### src/rtl/mfb_pkg.sv
package mfb_pkg;
  localparam int unsigned POOL_N = 10;
  localparam int unsigned REQ_N  = 2;
  localparam int unsigned SLOT_W = $clog2(POOL_N);
  localparam int unsigned KIND_W = 2;
  localparam int unsigned INC_W  = $clog2(REQ_N + 1);

  typedef enum logic [KIND_W-1:0] {
    KIND_LOAD     = 2'd0,
    KIND_STORE    = 2'd1,
    KIND_PREFETCH = 2'd2,
    KIND_UC_LOAD  = 2'd3
  } reqKind_e;

  typedef struct packed {
    logic [REQ_N-1:0]             alloc;
    logic [REQ_N-1:0][SLOT_W-1:0] allocSlot;
    logic                         free;
    logic [SLOT_W-1:0]            freeSlot;
    logic [INC_W-1:0]             rejectInc;
  } strobe_t;

  function automatic logic [SLOT_W-1:0] lowestSet(input logic [POOL_N-1:0] vec);
    logic [SLOT_W-1:0] idx;
    idx = '0;
    for (int i = POOL_N - 1; i >= 0; i--) begin
      if (vec[i]) idx = SLOT_W'(i);
    end
    return idx;
  endfunction
endpackage

### src/rtl/mfb_datapath.sv
module mfb_datapath
  import mfb_pkg::*;
#(
  parameter int unsigned ADDR_W     = 40,
  parameter int unsigned LINE_BYTES = 64,
  parameter int unsigned CNT_W      = 16,
  localparam int unsigned OFF_W     = $clog2(LINE_BYTES),
  localparam int unsigned LINE_W    = ADDR_W - OFF_W
) (
  input  logic                             clk,
  input  logic                             rstN,
  input  strobe_t                          stb,
  input  logic [REQ_N-1:0][LINE_W-1:0]     reqLine,
  input  logic [REQ_N-1:0][KIND_W-1:0]     reqKind,
  input  logic [SLOT_W-1:0]                readSlot,
  output logic [POOL_N-1:0]                busy,
  output logic [REQ_N-1:0][POOL_N-1:0]     lineHit,
  output logic [REQ_N-1:0][REQ_N-1:0]      peerEq,
  output logic [LINE_W-1:0]                readLine,
  output logic [KIND_W-1:0]                readKind,
  output logic [CNT_W-1:0]                 rejectCount
);
  logic [LINE_W-1:0] lineTab [POOL_N];
  logic [KIND_W-1:0] kindTab [POOL_N];

  always_ff @(posedge clk) begin
    if (!rstN) begin
      busy        <= '0;
      rejectCount <= '0;
    end else begin
      if (stb.free) busy[stb.freeSlot] <= 1'b0;
      for (int p = 0; p < REQ_N; p++) begin
        if (stb.alloc[p]) busy[stb.allocSlot[p]] <= 1'b1;
      end
      rejectCount <= rejectCount + CNT_W'(stb.rejectInc);
    end
  end

  always_ff @(posedge clk) begin
    for (int p = 0; p < REQ_N; p++) begin
      if (stb.alloc[p]) begin
        lineTab[stb.allocSlot[p]] <= reqLine[p];
        kindTab[stb.allocSlot[p]] <= reqKind[p];
      end
    end
  end

  always_comb begin
    for (int p = 0; p < REQ_N; p++) begin
      for (int e = 0; e < POOL_N; e++) begin
        lineHit[p][e] = busy[e] && (lineTab[e] == reqLine[p]);
      end
      for (int q = 0; q < REQ_N; q++) begin
        peerEq[p][q] = (reqLine[p] == reqLine[q]);
      end
    end
  end

  assign readLine = lineTab[readSlot];
  assign readKind = kindTab[readSlot];


  fill_target_chk: assert property (@(posedge clk) disable iff (!rstN)
    stb.free |-> busy[stb.freeSlot]);


  free_clear_chk: assert property (@(posedge clk) disable iff (!rstN)
    stb.free |=> !busy[$past(stb.freeSlot)]);
endmodule

### src/rtl/mfb_control.sv
module mfb_control
  import mfb_pkg::*;
(
  input  logic                          clk,
  input  logic                          rstN,
  input  logic [REQ_N-1:0]              reqValid,
  input  logic [REQ_N-1:0][POOL_N-1:0]  lineHit,
  input  logic [REQ_N-1:0][REQ_N-1:0]   peerEq,
  input  logic [POOL_N-1:0]             busy,
  input  logic                          fillValid,
  input  logic [SLOT_W-1:0]             fillSlot,
  output strobe_t                       stb,
  output logic [REQ_N-1:0]              reqAccept,
  output logic [REQ_N-1:0][SLOT_W-1:0]  reqSlot
);
  always_comb begin
    logic [POOL_N-1:0] avail;
    logic [POOL_N-1:0] fillMask;
    logic [POOL_N-1:0] hitM;
    logic              found;
    stb       = '0;
    reqAccept = '0;
    reqSlot   = '0;
    avail     = ~busy;
    fillMask  = fillValid ? (POOL_N'(1) << fillSlot) : '0;
    stb.free     = fillValid;
    stb.freeSlot = fillSlot;
    for (int p = 0; p < REQ_N; p++) begin
      hitM  = lineHit[p] & ~fillMask;
      found = 1'b0;
      if (reqValid[p]) begin
        if (|hitM) begin
          found      = 1'b1;
          reqSlot[p] = lowestSet(hitM);
        end
        for (int q = 0; q < REQ_N; q++) begin
          if (q < p && !found && stb.alloc[q] && peerEq[p][q]) begin
            found      = 1'b1;
            reqSlot[p] = reqSlot[q];
          end
        end
        if (!found && |avail) begin
          found            = 1'b1;
          reqSlot[p]       = lowestSet(avail);
          stb.alloc[p]     = 1'b1;
          stb.allocSlot[p] = reqSlot[p];
          avail[reqSlot[p]] = 1'b0;
        end
      end
      reqAccept[p] = found;
    end
    stb.rejectInc = INC_W'($countones(reqValid & ~reqAccept));
  end

  for (genvar p = 0; p < REQ_N; p++) begin : g_chk

    alloc_free_chk: assert property (@(posedge clk) disable iff (!rstN)
      stb.alloc[p] |-> !busy[stb.allocSlot[p]]);
  end


  slot_unique_chk: assert property (@(posedge clk) disable iff (!rstN)
    (stb.alloc[0] && stb.alloc[1]) |-> (stb.allocSlot[0] != stb.allocSlot[1]));


  stall_full_chk: assert property (@(posedge clk) disable iff (!rstN)
    (reqValid[0] && !reqAccept[0]) |-> (&busy));
endmodule

### src/rtl/miss_slot_pool.sv
module miss_slot_pool
  import mfb_pkg::*;
#(
  parameter int unsigned ADDR_W     = 40,
  parameter int unsigned LINE_BYTES = 64,
  parameter int unsigned CNT_W      = 16,
  localparam int unsigned OFF_W     = $clog2(LINE_BYTES),
  localparam int unsigned LINE_W    = ADDR_W - OFF_W
) (
  input  logic                          clk,
  input  logic                          rstN,
  input  logic [REQ_N-1:0]              reqValid,
  input  logic [REQ_N-1:0][ADDR_W-1:0]  reqAddr,
  input  logic [REQ_N-1:0][KIND_W-1:0]  reqKind,
  output logic [REQ_N-1:0]              reqAccept,
  output logic [REQ_N-1:0]              reqStall,
  output logic [REQ_N-1:0][SLOT_W-1:0]  reqSlot,
  output logic [REQ_N-1:0]              missValid,
  output logic [REQ_N-1:0][ADDR_W-1:0]  missAddr,
  output logic [REQ_N-1:0][SLOT_W-1:0]  missSlot,
  output logic [REQ_N-1:0][KIND_W-1:0]  missKind,
  input  logic                          fillValid,
  input  logic [SLOT_W-1:0]             fillSlot,
  output logic [ADDR_W-1:0]             doneAddr,
  output logic [KIND_W-1:0]             doneKind,
  output logic                          poolFull,
  output logic [CNT_W-1:0]              rejectCount
);
  strobe_t                         stb;
  logic [REQ_N-1:0][LINE_W-1:0]    reqLine;
  logic [POOL_N-1:0]               busy;
  logic [REQ_N-1:0][POOL_N-1:0]    lineHit;
  logic [REQ_N-1:0][REQ_N-1:0]     peerEq;
  logic [LINE_W-1:0]               readLine;

  for (genvar p = 0; p < REQ_N; p++) begin : g_port
    assign reqLine[p]  = reqAddr[p][ADDR_W-1:OFF_W];
    assign missAddr[p] = {reqLine[p], {OFF_W{1'b0}}};
  end

  mfb_control u_ctrl (
    .clk, .rstN, .reqValid, .lineHit, .peerEq, .busy,
    .fillValid, .fillSlot, .stb, .reqAccept, .reqSlot
  );

  mfb_datapath #(.ADDR_W(ADDR_W), .LINE_BYTES(LINE_BYTES), .CNT_W(CNT_W)) u_data (
    .clk, .rstN, .stb, .reqLine, .reqKind, .readSlot(fillSlot),
    .busy, .lineHit, .peerEq, .readLine, .readKind(doneKind), .rejectCount
  );

  assign reqStall  = reqValid & ~reqAccept;
  assign missValid = stb.alloc;
  assign missSlot  = reqSlot;
  assign missKind  = reqKind;
  assign doneAddr  = {readLine, {OFF_W{1'b0}}};
  assign poolFull  = &busy;


  reject_hold_chk: assert property (@(posedge clk) disable iff (!rstN)
    (reqStall == '0) |=> $stable(rejectCount));
endmodule

### config.mk
export PLATFORM = sky130hd
export DESIGN_NAME = miss_slot_pool
export DESIGN_NICKNAME = d
export VERILOG_FILES = /design/src/rtl/mfb_pkg.sv /design/src/rtl/mfb_datapath.sv /design/src/rtl/mfb_control.sv /design/src/rtl/miss_slot_pool.sv
export SDC_FILE = /design/constraint.sdc
export NUM_CORES = 2
export LEC_CHECK = 0
export ABC_AREA = 1
export CAP_MARGIN = 20
export CORE_AREA = 5 5 337 339
export CTS_BUF_LIST = sky130_fd_sc_hd__clkbuf_8 sky130_fd_sc_hd__clkbuf_16
export DETAILED_ROUTE_END_ITERATION = 7
export DIE_AREA = 0 0 342 344
export DONT_BUFFER_PORTS = 1
export SYNTH_ARGS = -nofsm -noshare
export SYNTH_HDL_FRONTEND = slang
export SYNTH_SLANG_ARGS = --single-unit
### constraint.sdc
create_clock -name clk -period 9.1 [get_ports clk]
set_input_delay 0.91 -clock clk [delete_from_list [all_inputs] [get_ports clk]]
set_output_delay 0.91 -clock clk [all_outputs]
set_load 0.1 [all_outputs]
==> impl_metrics.env <==
export IMPL_outcome="completed"
export IMPL_tns_ps=0
export IMPL_fin_nets=4325
export IMPL_power_internal_uw=5317
export IMPL_track_usage_pct=32.52
export IMPL_numCtsBuffers=75
export IMPL_mostFrequentLayoutCells="1009 x nand2_1, 564 x edfxtp_1, 333 x o21ai_1"
export IMPL_hold_path_class="input pin to register"
export IMPL_synthArstFlopShare_pct=0
export IMPL_ir_drop_mv=0.1498
export IMPL_seq_area_frac_synth_pct=45.68
export IMPL_place_area_um2=38470
export IMPL_coreArea_um2=110100
export IMPL_routabilityCongestion=1.066
export IMPL_relSlewSlack_pct=18.46
export IMPL_io_buffers=0
export IMPL_hold_violations=0
export IMPL_grt_overflow=0
export IMPL_start_util_pct=34.73
export IMPL_die_width_um=342
export IMPL_clock_tree_root_cell="clkbuf_16"
export IMPL_final_area_um2=40940
export IMPL_vias=33500
export IMPL_synth_edff_count=564
export IMPL_path_class="register to primary output"
export IMPL_worstSetupEndpointType="primary output"
export IMPL_antenna_found_initial=8
export IMPL_leakage_uw=0.01609
export IMPL_first_pass_iters=6
export IMPL_clkLatencyLatePin_ps=690
export IMPL_grt_pass1_vias=30630
export IMPL_vias_per_cell=5.797
export IMPL_max_slew_worst_pin_slew_ps=1223
export IMPL_clock_sinks=590
export IMPL_ant_nets=0
export IMPL_start_kind="register"
export IMPL_drt_iter0_drc=4868
export IMPL_layout_cells_non_filler=5779
export IMPL_drt_wirelength_per_cell_um=34.19
export IMPL_rsz0062_at_grt="no"
export IMPL_worstPathArrival_ps=5640
export IMPL_cap_violations=0
export IMPL_cp_data_required_time_ps=8190
export IMPL_clk_pin_slew_ps=60
export IMPL_final_common_cell="nand2_1"
export IMPL_power_density_nw_per_um2=190.6
export IMPL_swShare_pct=31.85
export IMPL_drc_errors=0
export IMPL_synthCells=4496
export IMPL_grt_max_degree=101
export IMPL_ys_warn_count=0
export IMPL_clockBufferDepth=3
export IMPL_grt_first_pass_wirelength_mm=263.7
export IMPL_rrSetupSlack_ps=2850
export IMPL_die_height_um=344
export IMPL_pwr_share_comb_pct=17.7
export IMPL_drive_gt1_share_pct=5.619
export IMPL_path_cells="xnor2_1 > nand2_1 > nor2_1 > nand2_1 > nor2_1 > nand3_1 > nand2_1 > nor2_1 > nand3_2 > nand2_1 > nor2_1 > o21ai_0 > nand2_2 > nand2_1 > nand2_1 > nand2_1 > nand2_2"
export IMPL_whs_endpoint="u_data.lineTab[13][12]"
export IMPL_h_tree_depth=3
export IMPL_whs_path_depth=0
export IMPL_path_max_fanout=3
export IMPL_ys_types=57
export IMPL_die_area_um2=117600
export IMPL_min_period_over_period_pct=71.98
export IMPL_cp_buffers_inverters=0
export IMPL_fin_crit_ps=6550
export IMPL_ctsResizeCount=0
export IMPL_fp_row_count=122
export IMPL_cts_setup_buffers=0
export IMPL_fillers=11340
export IMPL_max_stage_delay_ps=810
export IMPL_maxSlewViolCount=0
export IMPL_slowest_stage="nand2_2"
export IMPL_total_switching_power_uw=2485
export IMPL_cts_tree="yes"
export IMPL_ys_ff_latch=590
export IMPL_synth_avg_cell_area_um2=8.500
export IMPL_area_growth_pct=7.130
export IMPL_boundaryPins=258
export IMPL_finClkSkew_ps=45.90
export IMPL_dp_cells=5640
export IMPL_routed_wl_mm=197.6
export IMPL_max_freq_ghz=0.1527
export IMPL_syn_cell_area_um2=38220
export IMPL_min_from="reqAddr[18]"
export IMPL_power_frac_clock_pct=39.2
export IMPL_report_power_total_uw=7803
export IMPL_crit_top_cell="nand2_1"
export IMPL_postCtsHoldBufs=0
export IMPL_synth_ff_type="edfxtp_1"
export IMPL_worstReg2RegStart="u_data.lineTab[5][18]"
export IMPL_cp_top_family="simple AND/OR/NAND/NOR gates"
export IMPL_sequentialPowerShare_pct=43.1
export IMPL_r2r_end="u_data.rejectCount[14]"
export IMPL_setup_viol=0
export IMPL_hpwl_mm=141.4
export IMPL_worst_r2r_path_depth=32
==> kinds of logic after synthesis <==
kind of cell | count (synthesis) | synth area share, %
and+or+nand+nor | 1521 | 16.49
AOI/OAI and AO/OA | 981 | 16.00
buffers and inverters | 957 | 11.56
DFF | 590 | 45.68
xor gates and xnor gates | 444 | 10.18
adders and majority gates | 2 | 0.08512
other | 1 | 0.009812
==> cells in the mapped netlist (4+ instances only) <==
master	number	share of area, %
a21oi_1	67	0.88
and3_1	4	0.065
nor2_4	4	0.12
o211ai_1	4	0.079
a31oi_1	5	0.082
nand4_1	77	1.3
o21ai_0	120	1.6
o221ai_1	21	0.48
o22ai_1	82	1.3
clkbuf_1	313	3.1
nor3_1	15	0.20
buf_6	11	0.32
a221oi_1	5	0.11
inv_1	304	3.0
buf_4	165	3.2
o21ai_1	333	4.4
nand3_2	8	0.21
edfxtp_1	564	44
inv_2	15	0.15
nand3_1	71	0.93
and2_1	4	0.065
nor2_1	248	2.4
clkbuf_2	5	0.065
buf_1	46	0.45
dfxtp_1	26	1.4
buf_2	95	1.2
nand2_1	1023	10
a21boi_0	35	0.69
o2111ai_1	5	0.11
xor2_1	156	3.6
a2111o_1	29	0.85
xnor2_1	288	6.6
nor4_1	45	0.74
a22oi_1	263	5.2
nor2_2	6	0.098
==> worst max-delay path by stage <==
| stage | startpoint | end | slack, ps | depth (start not counted) |
|---|---|---|---|---|
| after CTS | fillSlot[3] | u_data.rejectCount[14] | 2720 | 38 |
| after global routing | fillSlot[3] | u_data.rejectCount[14] | 1960 | 38 |
| after floorplan | reqAddr[25] | reqSlot[6] | 660 | 17 |
| final | u_data.lineTab[7][21] | missSlot[4] | 2550 | 17 |
| after global placement | fillSlot[3] | u_data.rejectCount[14] | 2110 | 38 |
| after detailed placement | fillSlot[3] | u_data.rejectCount[14] | 2040 | 38 |
==> stage by stage <==
step                      util [%]  hold WS (ps)  setup WS, ps
final                        37.20         322.9          2550
after global placement       34.95         728.9          2115
after CTS                    37.19         298.9          2718
after floorplan                  -         577.7         657.6
after global routing         37.20         325.4          1963
after detailed placement     34.95         752.2          2040
==> worst reg2reg max path, delay by kind of cell (launching register included) <==
family	cells	cell delay, ps
compound gates	2	240
fa+ha+maj	2	570
xor+xnor	1	650
simple gates	23	3690
flops	1	490
buf+inv	4	570
==> routing by layer <==
metal  GRT usage (%)  part of all wire [%]  vias to the layer above
li1                -                     -                    14320
met2           49.20                    43                     2219
met5               0                 0.021                        -
met4           16.93                   6.3                        6
met3           6.874                    10                      402
met1           44.01                    40                    16550
==> state kept, by name (all words and copies together) (netlist names) <==
| signal | cells |
|---|---|
| u_data.busy | 10 |
| u_data.kindTab | 20 |
| u_data.lineTab | 544 |
| u_data.rejectCount | 16 |
==> final cells by class <==
type	instances	area [um^2]	area share [%]
flip-flops and latches	590	17460	42.64
multi-input cells	3170	17340	42.35
clock buffers	80	1991	4.862
well taps	1488	1862	4.547
inverters	322	1219	2.977
repair buffers	71	595.6	1.455
clock inverters	56	476.7	1.164
diodes	2	5.005	0.01222
==> power by group through the flow <==
| stage | clock (uW) | sequential, uW | combinational (uW) |
|---|---|---|---|
| after floorplan | 0 | 3320 | 1180 |
| after global placement | 0 | 3410 | 1340 |
| after detailed placement | 0 | 3410 | 1340 |
| after CTS | 3090 | 3350 | 1350 |
| after global routing | 3180 | 3370 | 1440 |
| final | 3060 | 3370 | 1380 |
No activity file was read; power rests on OpenSTA's default activity.
